**config.mk**
```make
export PLATFORM = sky130hd
export DESIGN_NAME = chan_event_unit
export DESIGN_NICKNAME = d
export VERILOG_FILES = /design/src/rtl/evu_pkg.sv /design/src/rtl/evu_match_cmp.sv /design/src/rtl/evu_edge_det.sv /design/src/rtl/evu_pin_ctrl.sv /design/src/rtl/chan_event_unit.sv
export SDC_FILE = /design/constraint.sdc
export NUM_CORES = 1
export LEC_CHECK = 0
export BUFFER_PORTS_ARGS = -buffer_cell sky130_fd_sc_hd__buf_4
export CAP_MARGIN = 20
export CORE_UTILIZATION = 36
export CTS_BUF_LIST = sky130_fd_sc_hd__clkbuf_4
export DETAILED_ROUTE_END_ITERATION = 16
export GPL_TIMING_DRIVEN = 0
export SYNTH_ARGS = -nofsm -noshare
export SYNTH_HDL_FRONTEND = slang
export SYNTH_SLANG_ARGS = --single-unit
```
**constraint.sdc**
```tcl
create_clock -name clk -period 7.8 [get_ports clk]
set_clock_uncertainty 0.05 [all_clocks]
set_input_delay 1.95 -clock clk [delete_from_list [all_inputs] [get_ports clk]]
set_output_delay 1.95 -clock clk [all_outputs]
set_load 0.03 [all_outputs]
```
**src/rtl/evu_pkg.sv**
```systemverilog
package evu_pkg;
  localparam int NSLOT = 2;
  localparam int NFLAG = 6;
  localparam int FL_MA = 0;
  localparam int FL_MB = 1;
  localparam int FL_EA = 2;
  localparam int FL_EB = 3;
  localparam int FL_LNK = 4;
  localparam int FL_HST = 5;

  typedef enum logic [1:0] {
    ACT_KEEP   = 2'd0,
    ACT_HIGH   = 2'd1,
    ACT_LOW    = 2'd2,
    ACT_TOGGLE = 2'd3
  } pin_act_e;

  function automatic logic apply_act(input logic [1:0] act, input logic cur);
    case (pin_act_e'(act))
      ACT_HIGH:   return 1'b1;
      ACT_LOW:    return 1'b0;
      ACT_TOGGLE: return ~cur;
      default:    return cur;
    endcase
  endfunction
endpackage

```
**src/rtl/evu_match_cmp.sv**
```systemverilog
module evu_match_cmp #(
  parameter int TW = 24
) (
  input  logic          clk,
  input  logic          rst_n,
  input  logic [TW-1:0] tbase,
  input  logic          wr,
  input  logic [TW-1:0] wdata,
  input  logic          arm_on_wr,
  input  logic          arm_ext,
  input  logic          ge_mode,
  output logic [TW-1:0] match_q,
  output logic          armed,
  output logic          fire
);
  logic [TW-1:0] diff;
  logic          hit;

  // wrap-aware: difference in the lower half of the ring means "reached"
  always_comb begin
    diff = tbase - match_q;
    hit  = ge_mode ? ~diff[TW-1] : (tbase == match_q);
    fire = armed & hit;
  end

  always_ff @(posedge clk or negedge rst_n) begin
    if (!rst_n) begin
      match_q <= '0;
      armed   <= 1'b0;
    end else begin
      if (wr) match_q <= wdata;
      if (wr)           armed <= arm_on_wr;
      else if (arm_ext) armed <= 1'b1;
      else if (fire)    armed <= 1'b0;
    end
  end
endmodule

```
**src/rtl/evu_edge_det.sv**
```systemverilog
module evu_edge_det (
  input  logic       clk,
  input  logic       rst_n,
  input  logic       pin_in,
  input  logic [1:0] cfg_edge,
  output logic       qual
);
  logic pin_q;

  always_ff @(posedge clk or negedge rst_n) begin
    if (!rst_n) pin_q <= 1'b0;
    else        pin_q <= pin_in;
  end

  always_comb begin
    qual = (pin_in & ~pin_q & cfg_edge[0]) | (~pin_in & pin_q & cfg_edge[1]);
  end
endmodule

```
**src/rtl/evu_pin_ctrl.sv**
```systemverilog
module evu_pin_ctrl
  import evu_pkg::*;
(
  input  logic       clk,
  input  logic       rst_n,
  input  logic       fire_a,
  input  logic       fire_b,
  input  logic [1:0] act_a,
  input  logic [1:0] act_b,
  output logic       pin_out
);
  logic after_a, after_b;

  // slot A first, slot B applied on top
  always_comb begin
    after_a = fire_a ? apply_act(act_a, pin_out) : pin_out;
    after_b = fire_b ? apply_act(act_b, after_a) : after_a;
  end

  always_ff @(posedge clk or negedge rst_n) begin
    if (!rst_n) pin_out <= 1'b0;
    else        pin_out <= after_b;
  end
endmodule

```
**src/rtl/chan_event_unit.sv**
```systemverilog
module chan_event_unit
  import evu_pkg::*;
#(
  parameter int TW = 24
) (
  input  logic             clk,
  input  logic             rst_n,
  input  logic [TW-1:0]    tb_a,
  input  logic [TW-1:0]    tb_b,
  input  logic [TW-1:0]    wr_data,
  input  logic             wr_match_a,
  input  logic             wr_match_b,
  input  logic             cfg_double,
  input  logic             cfg_ge_a,
  input  logic             cfg_ge_b,
  input  logic [1:0]       act_a,
  input  logic [1:0]       act_b,
  input  logic [1:0]       cfg_edge,
  input  logic             pin_in,
  input  logic             link_req,
  input  logic             host_req,
  input  logic [NFLAG-1:0] flag_clr,
  output logic [TW-1:0]    cap_a,
  output logic [TW-1:0]    cap_b,
  output logic [NFLAG-1:0] flags,
  output logic             srv_req,
  output logic             pin_out
);
  logic [TW-1:0] tb_v    [NSLOT];
  logic [TW-1:0] match_v [NSLOT];
  logic          wr_v    [NSLOT];
  logic          ge_v    [NSLOT];
  logic          arm_wr_v[NSLOT];
  logic          arm_ex_v[NSLOT];
  logic          armed_v [NSLOT];
  logic          fire_v  [NSLOT];

  logic          fire_a, fire_b, armed_a, armed_b;
  logic [TW-1:0] match_a;
  logic          edge_q, to_a, to_b;
  logic [NFLAG-1:0] set_v;

  always_comb begin
    tb_v[0]     = tb_a;
    tb_v[1]     = tb_b;
    wr_v[0]     = wr_match_a;
    wr_v[1]     = wr_match_b;
    ge_v[0]     = cfg_ge_a;
    ge_v[1]     = cfg_ge_b;
    arm_wr_v[0] = 1'b1;
    arm_wr_v[1] = ~cfg_double;
    arm_ex_v[0] = 1'b0;
    arm_ex_v[1] = cfg_double & fire_v[0];
  end

  for (genvar g = 0; g < NSLOT; g++) begin : g_cmp
    evu_match_cmp #(.TW(TW)) u_cmp (
      .clk       (clk),
      .rst_n     (rst_n),
      .tbase     (tb_v[g]),
      .wr        (wr_v[g]),
      .wdata     (wr_data),
      .arm_on_wr (arm_wr_v[g]),
      .arm_ext   (arm_ex_v[g]),
      .ge_mode   (ge_v[g]),
      .match_q   (match_v[g]),
      .armed     (armed_v[g]),
      .fire      (fire_v[g])
    );
  end

  always_comb begin
    fire_a  = fire_v[0];
    fire_b  = fire_v[1];
    armed_a = armed_v[0];
    armed_b = armed_v[1];
    match_a = match_v[0];
  end

  evu_edge_det u_edge (
    .clk      (clk),
    .rst_n    (rst_n),
    .pin_in   (pin_in),
    .cfg_edge (cfg_edge),
    .qual     (edge_q)
  );

  evu_pin_ctrl u_pin (
    .clk     (clk),
    .rst_n   (rst_n),
    .fire_a  (fire_a),
    .fire_b  (fire_b),
    .act_a   (act_a),
    .act_b   (act_b),
    .pin_out (pin_out)
  );

  // edge steering: slot A unless double mode already holds an A edge
  always_comb begin
    to_a = edge_q & (~cfg_double | ~flags[FL_EA]);
    to_b = edge_q & cfg_double & flags[FL_EA] & ~flags[FL_EB];
    set_v          = '0;
    set_v[FL_MA]   = fire_a;
    set_v[FL_MB]   = fire_b;
    set_v[FL_EA]   = to_a & ~fire_a;
    set_v[FL_EB]   = to_b & ~fire_b;
    set_v[FL_LNK]  = link_req;
    set_v[FL_HST]  = host_req;
  end

  always_ff @(posedge clk or negedge rst_n) begin
    if (!rst_n) begin
      cap_a <= '0;
      cap_b <= '0;
      flags <= '0;
    end else begin
      if (fire_a || to_a) cap_a <= tb_a;
      if (fire_b || to_b) cap_b <= tb_b;
      flags <= (flags & ~flag_clr) | set_v;
    end
  end

  always_comb srv_req = |flags;
endmodule

```
==> flow_summary_export.csv <==
group,metric,value,unit
floorplanning,die_w,124,microns
synthesis,netlist_instances,481,
hold_path,hold_class,"reg -> reg",
critical_path,path_buf_inv,2,
synthesis,synth_cell_types,45,
hold_path,hold_depth,1,
power,combPwrFrac,41.3,%
power,power.internal,1.05,mW
clock_tree,cts.sinks,106,
sta,min_period,4.20,ns
power,max-vdd-ir-drop,0.0000878,V
finish,area_growth,27.5,%
clock_tree,post_cts_resized,0,
finish,final_common_cell,"buf_4",
clock_tree,clock_latency,0.46,ns
sta,max_freq,238,MHz
drt,ant_nets,0,
drt,post-route-drc-count,1,
power,p_clk_share,14.8,%
power,p_sw_share,37.2,%
critical_path,slowest_stage,"o31a_1",
sta,worstMarginPinSlew,0.749,ns
outcome,status,"complete, but fails checks",
drt,via_count,4001,
critical_path,crit_family,"simple AND/OR/NAND/NOR gates",
synthesis,ys_warn_count,0,
finish,most-common-layout-cells,"buf_4, dfrtp_1, nand2_1",
clock_tree,hold_buffers,0,
clock_tree,cts_buffer_depth,2,
critical_path,slowest_delay,0.38,ns
global_route,grt_max_degree,56,
synthesis,synth-edff-count,0,
critical_path,worstPathRequired,8.11,ns
outcome,violations,"DRC",
clock_tree,root_buffer,"clkbuf_4",
finish,fin_util,46.8,%
sta,slew_headroom,50.0,%
synthesis,syn_area_per_cell,11.1,sq um
drt,drtIter0Drc,157,
critical_path,path_cells,"buf_4 -> ha_1 -> nand3_1 -> nor3_2 -> a22oi_1 -> and4_1 -> o31a_1 -> nor2_4 -> buf_4 -> mux2_1",
critical_path,r2r_cells,10,
power,power-per-cell-area,246,mW/mm^2
sta,hold_viol,0,
floorplanning,rows,44,
clock_tree,postCtsSetupBuffers,0,
critical_path,critPathKind,"in -> reg",
critical_path,crit_top_cell,"buf_4",
critical_path,end_kind,"flop",
critical_path,path_depth,10,
sta,period_share,53.9,%
floorplanning,dieArea,0.0153,sq mm
synthesis,async_flop_share,100,%
power,switchingPower,0.619,mW
clock_tree,h-tree-depth,3,
floorplanning,start_util,36.7,%
drt,wirelength,12900,microns
finish,drive_above_1_share,31.5,%
synthesis,synth_fp_nets,621,
synthesis,yosysSeqAreaShare,49.9,%
place,gp_congestion,0.777,
power,seqPwrFrac,43.9,%
global_route,groute.usage.overall,18.0,%
sta,slew_violations,0,
finish,diodes,0,
synthesis,synth.ff_latch_count,106,
global_route,grt_overflow,0,
sta,setup_violations,0,
floorplanning,io_pins,150,
sta,rsz0062_at_grt,"no",
floorplanning,die_h,124,microns
global_route,grt_antenna_before_repair,0,
synthesis,syn_area,0.00532,sq mm
critical_path,critPathArrivalTime,4.51,ns
global_route,grt_pass1_vias,4027,
critical_path,path_max_fanout,10,
sta,tns,0,ns
finish,nNetsFinal,780,
floorplanning,core_area,0.0145,sq mm
place,dpl.hpwl,10400,microns
drt,vias_per_cell,4.83,
place,numPortBuffers,147,
drt,firstDrtPassIters,12,
clock_tree,cts.clk_slew.worst_paths,0.14,ns
drt,wire_per_inst,15.6,microns
power,leakagePower,3.37,nW
flow_run,max_cap_violations,0,
synthesis,synth_ff_type,"dfrtp_1",
critical_path,critPathLaunchType,"input port",
clock_tree,cts-buffers-inserted,9,
global_route,grt_pass1_wl,20500,microns
clock_tree,cts_tree,"built",
-- through the flow --
stage          instances  power, mW  hold WS [ns]  cell area, sq um  setup slack, ns
2_1_floorplan        481       1.16         0.435              5320             3.64
3_3_place_gp         812       1.42         0.428              6650             3.08
3_5_place_dp         813       1.44         0.433              6680             3.09
4_1_cts              828       1.69         0.466              6780             3.61
5_1_grt              828       1.77         0.487              6780             3.49
6_report             828       1.66         0.460              6780             3.60
-- cell families (layout without fill, tap and decap cells) --
logic type | Yosys count | count (layout) | synth area share (%)
flip-flops | 106 | 106 | 49.9
AND/OR/NAND/NOR | 104 | 104 | 9.72
AO/OA/AOI/OAI | 99 | 99 | 10.8
buffers and inverters | 72 | 235 | 5.98
multiplexers | 52 | 52 | 12.4
adder cells (fa/ha/maj) | 46 | 46 | 10.8
XOR/XNOR | 2 | 2 | 0.330
-- routing by layer --
| metal | share of wire, % | vias to the layer above | GRT usage (%) |
|---|---|---|---|
| li1 | - | 1985 | - |
| met1 | 46 | 1908 | 24.0 |
| met2 | 49 | 91 | 29.2 |
| met3 | 3.9 | 17 | 2.44 |
| met4 | 1.9 | 0 | 7.76 |
| met5 | 0 | - | 0 |
-- cell usage after synthesis, types with 2 or more instances --
| cell | instances | area [sq um] |
|---|---|---|
| a211oi_1 | 3 | 22.5 |
| a21boi_0 | 2 | 15.0 |
| a21o_1 | 2 | 15.0 |
| a21oi_1 | 18 | 90.1 |
| a221oi_1 | 2 | 17.5 |
| a22oi_1 | 2 | 15.0 |
| a31oi_1 | 2 | 12.5 |
| and4_1 | 3 | 26.3 |
| buf_12 | 2 | 40.0 |
| buf_4 | 2 | 15.0 |
| clkbuf_1 | 9 | 33.8 |
| dfrtp_1 | 106 | 2650 |
| ha_1 | 46 | 576 |
| inv_1 | 57 | 214 |
| mux2_1 | 22 | 248 |
| mux2_2 | 10 | 113 |
| mux2_4 | 20 | 300 |
| nand2_1 | 58 | 218 |
| nand3_1 | 8 | 40.0 |
| nand3b_1 | 3 | 22.5 |
| nand4_1 | 8 | 50.1 |
| nor2_1 | 10 | 37.5 |
| nor2b_1 | 2 | 12.5 |
| nor3_1 | 3 | 15.0 |
| nor4_1 | 3 | 18.8 |
| o21ai_0 | 56 | 280 |
| o31a_1 | 2 | 17.5 |
| o31ai_1 | 2 | 15.0 |
| xor2_1 | 2 | 17.5 |
-- registers in the layout (all words and copies together), names as in the netlist --
signal               flops
cap_a                   24
cap_b                   24
flags                    6
g_cmp.u_cmp.armed        2
g_cmp.u_cmp.match_q     48
u_edge.pin_q             1
u_pin.pin_out            1
-- power by group through the flow --
| stage | clock (mW) | sequential [mW] | combinational [mW] |
|---|---|---|---|
| 2_1_floorplan | 0 | 0.924 | 0.240 |
| 3_3_place_gp | 0 | 0.736 | 0.680 |
| 3_5_place_dp | 0 | 0.743 | 0.695 |
| 4_1_cts | 0.261 | 0.732 | 0.696 |
| 5_1_grt | 0.282 | 0.747 | 0.743 |
| 6_report | 0.246 | 0.731 | 0.688 |
-- layout make-up --
class | instances | area [sq um]
well taps | 184 | 230
clock inverters | 4 | 20.0
inverters | 57 | 214
plain buffers | 15 | 104
clock buffers | 11 | 82.6
multi-input cells | 303 | 2340
flip-flops and latches | 106 | 2650
fillers | 1378 | 7700
repair buffers | 148 | 1130
-- final timing paths --
kind | slack, ns | endpoint | start
hold reg to reg | 0.46 | cap_a[2] | cap_a[2]
setup reg to reg | 4.80 | cap_a[7] | g_cmp[0].u_cmp.match_q[21]
setup / recovery | 3.60 | cap_a[7] | tb_a[21]
hold / removal | 0.46 | cap_a[2] | cap_a[2]
max in group asynchronous | 5.51 | cap_a[7] | rst_n
min in group asynchronous | 1.46 | cap_b[0] | rst_n
Note: power is estimated with default switching activity, not from simulation.
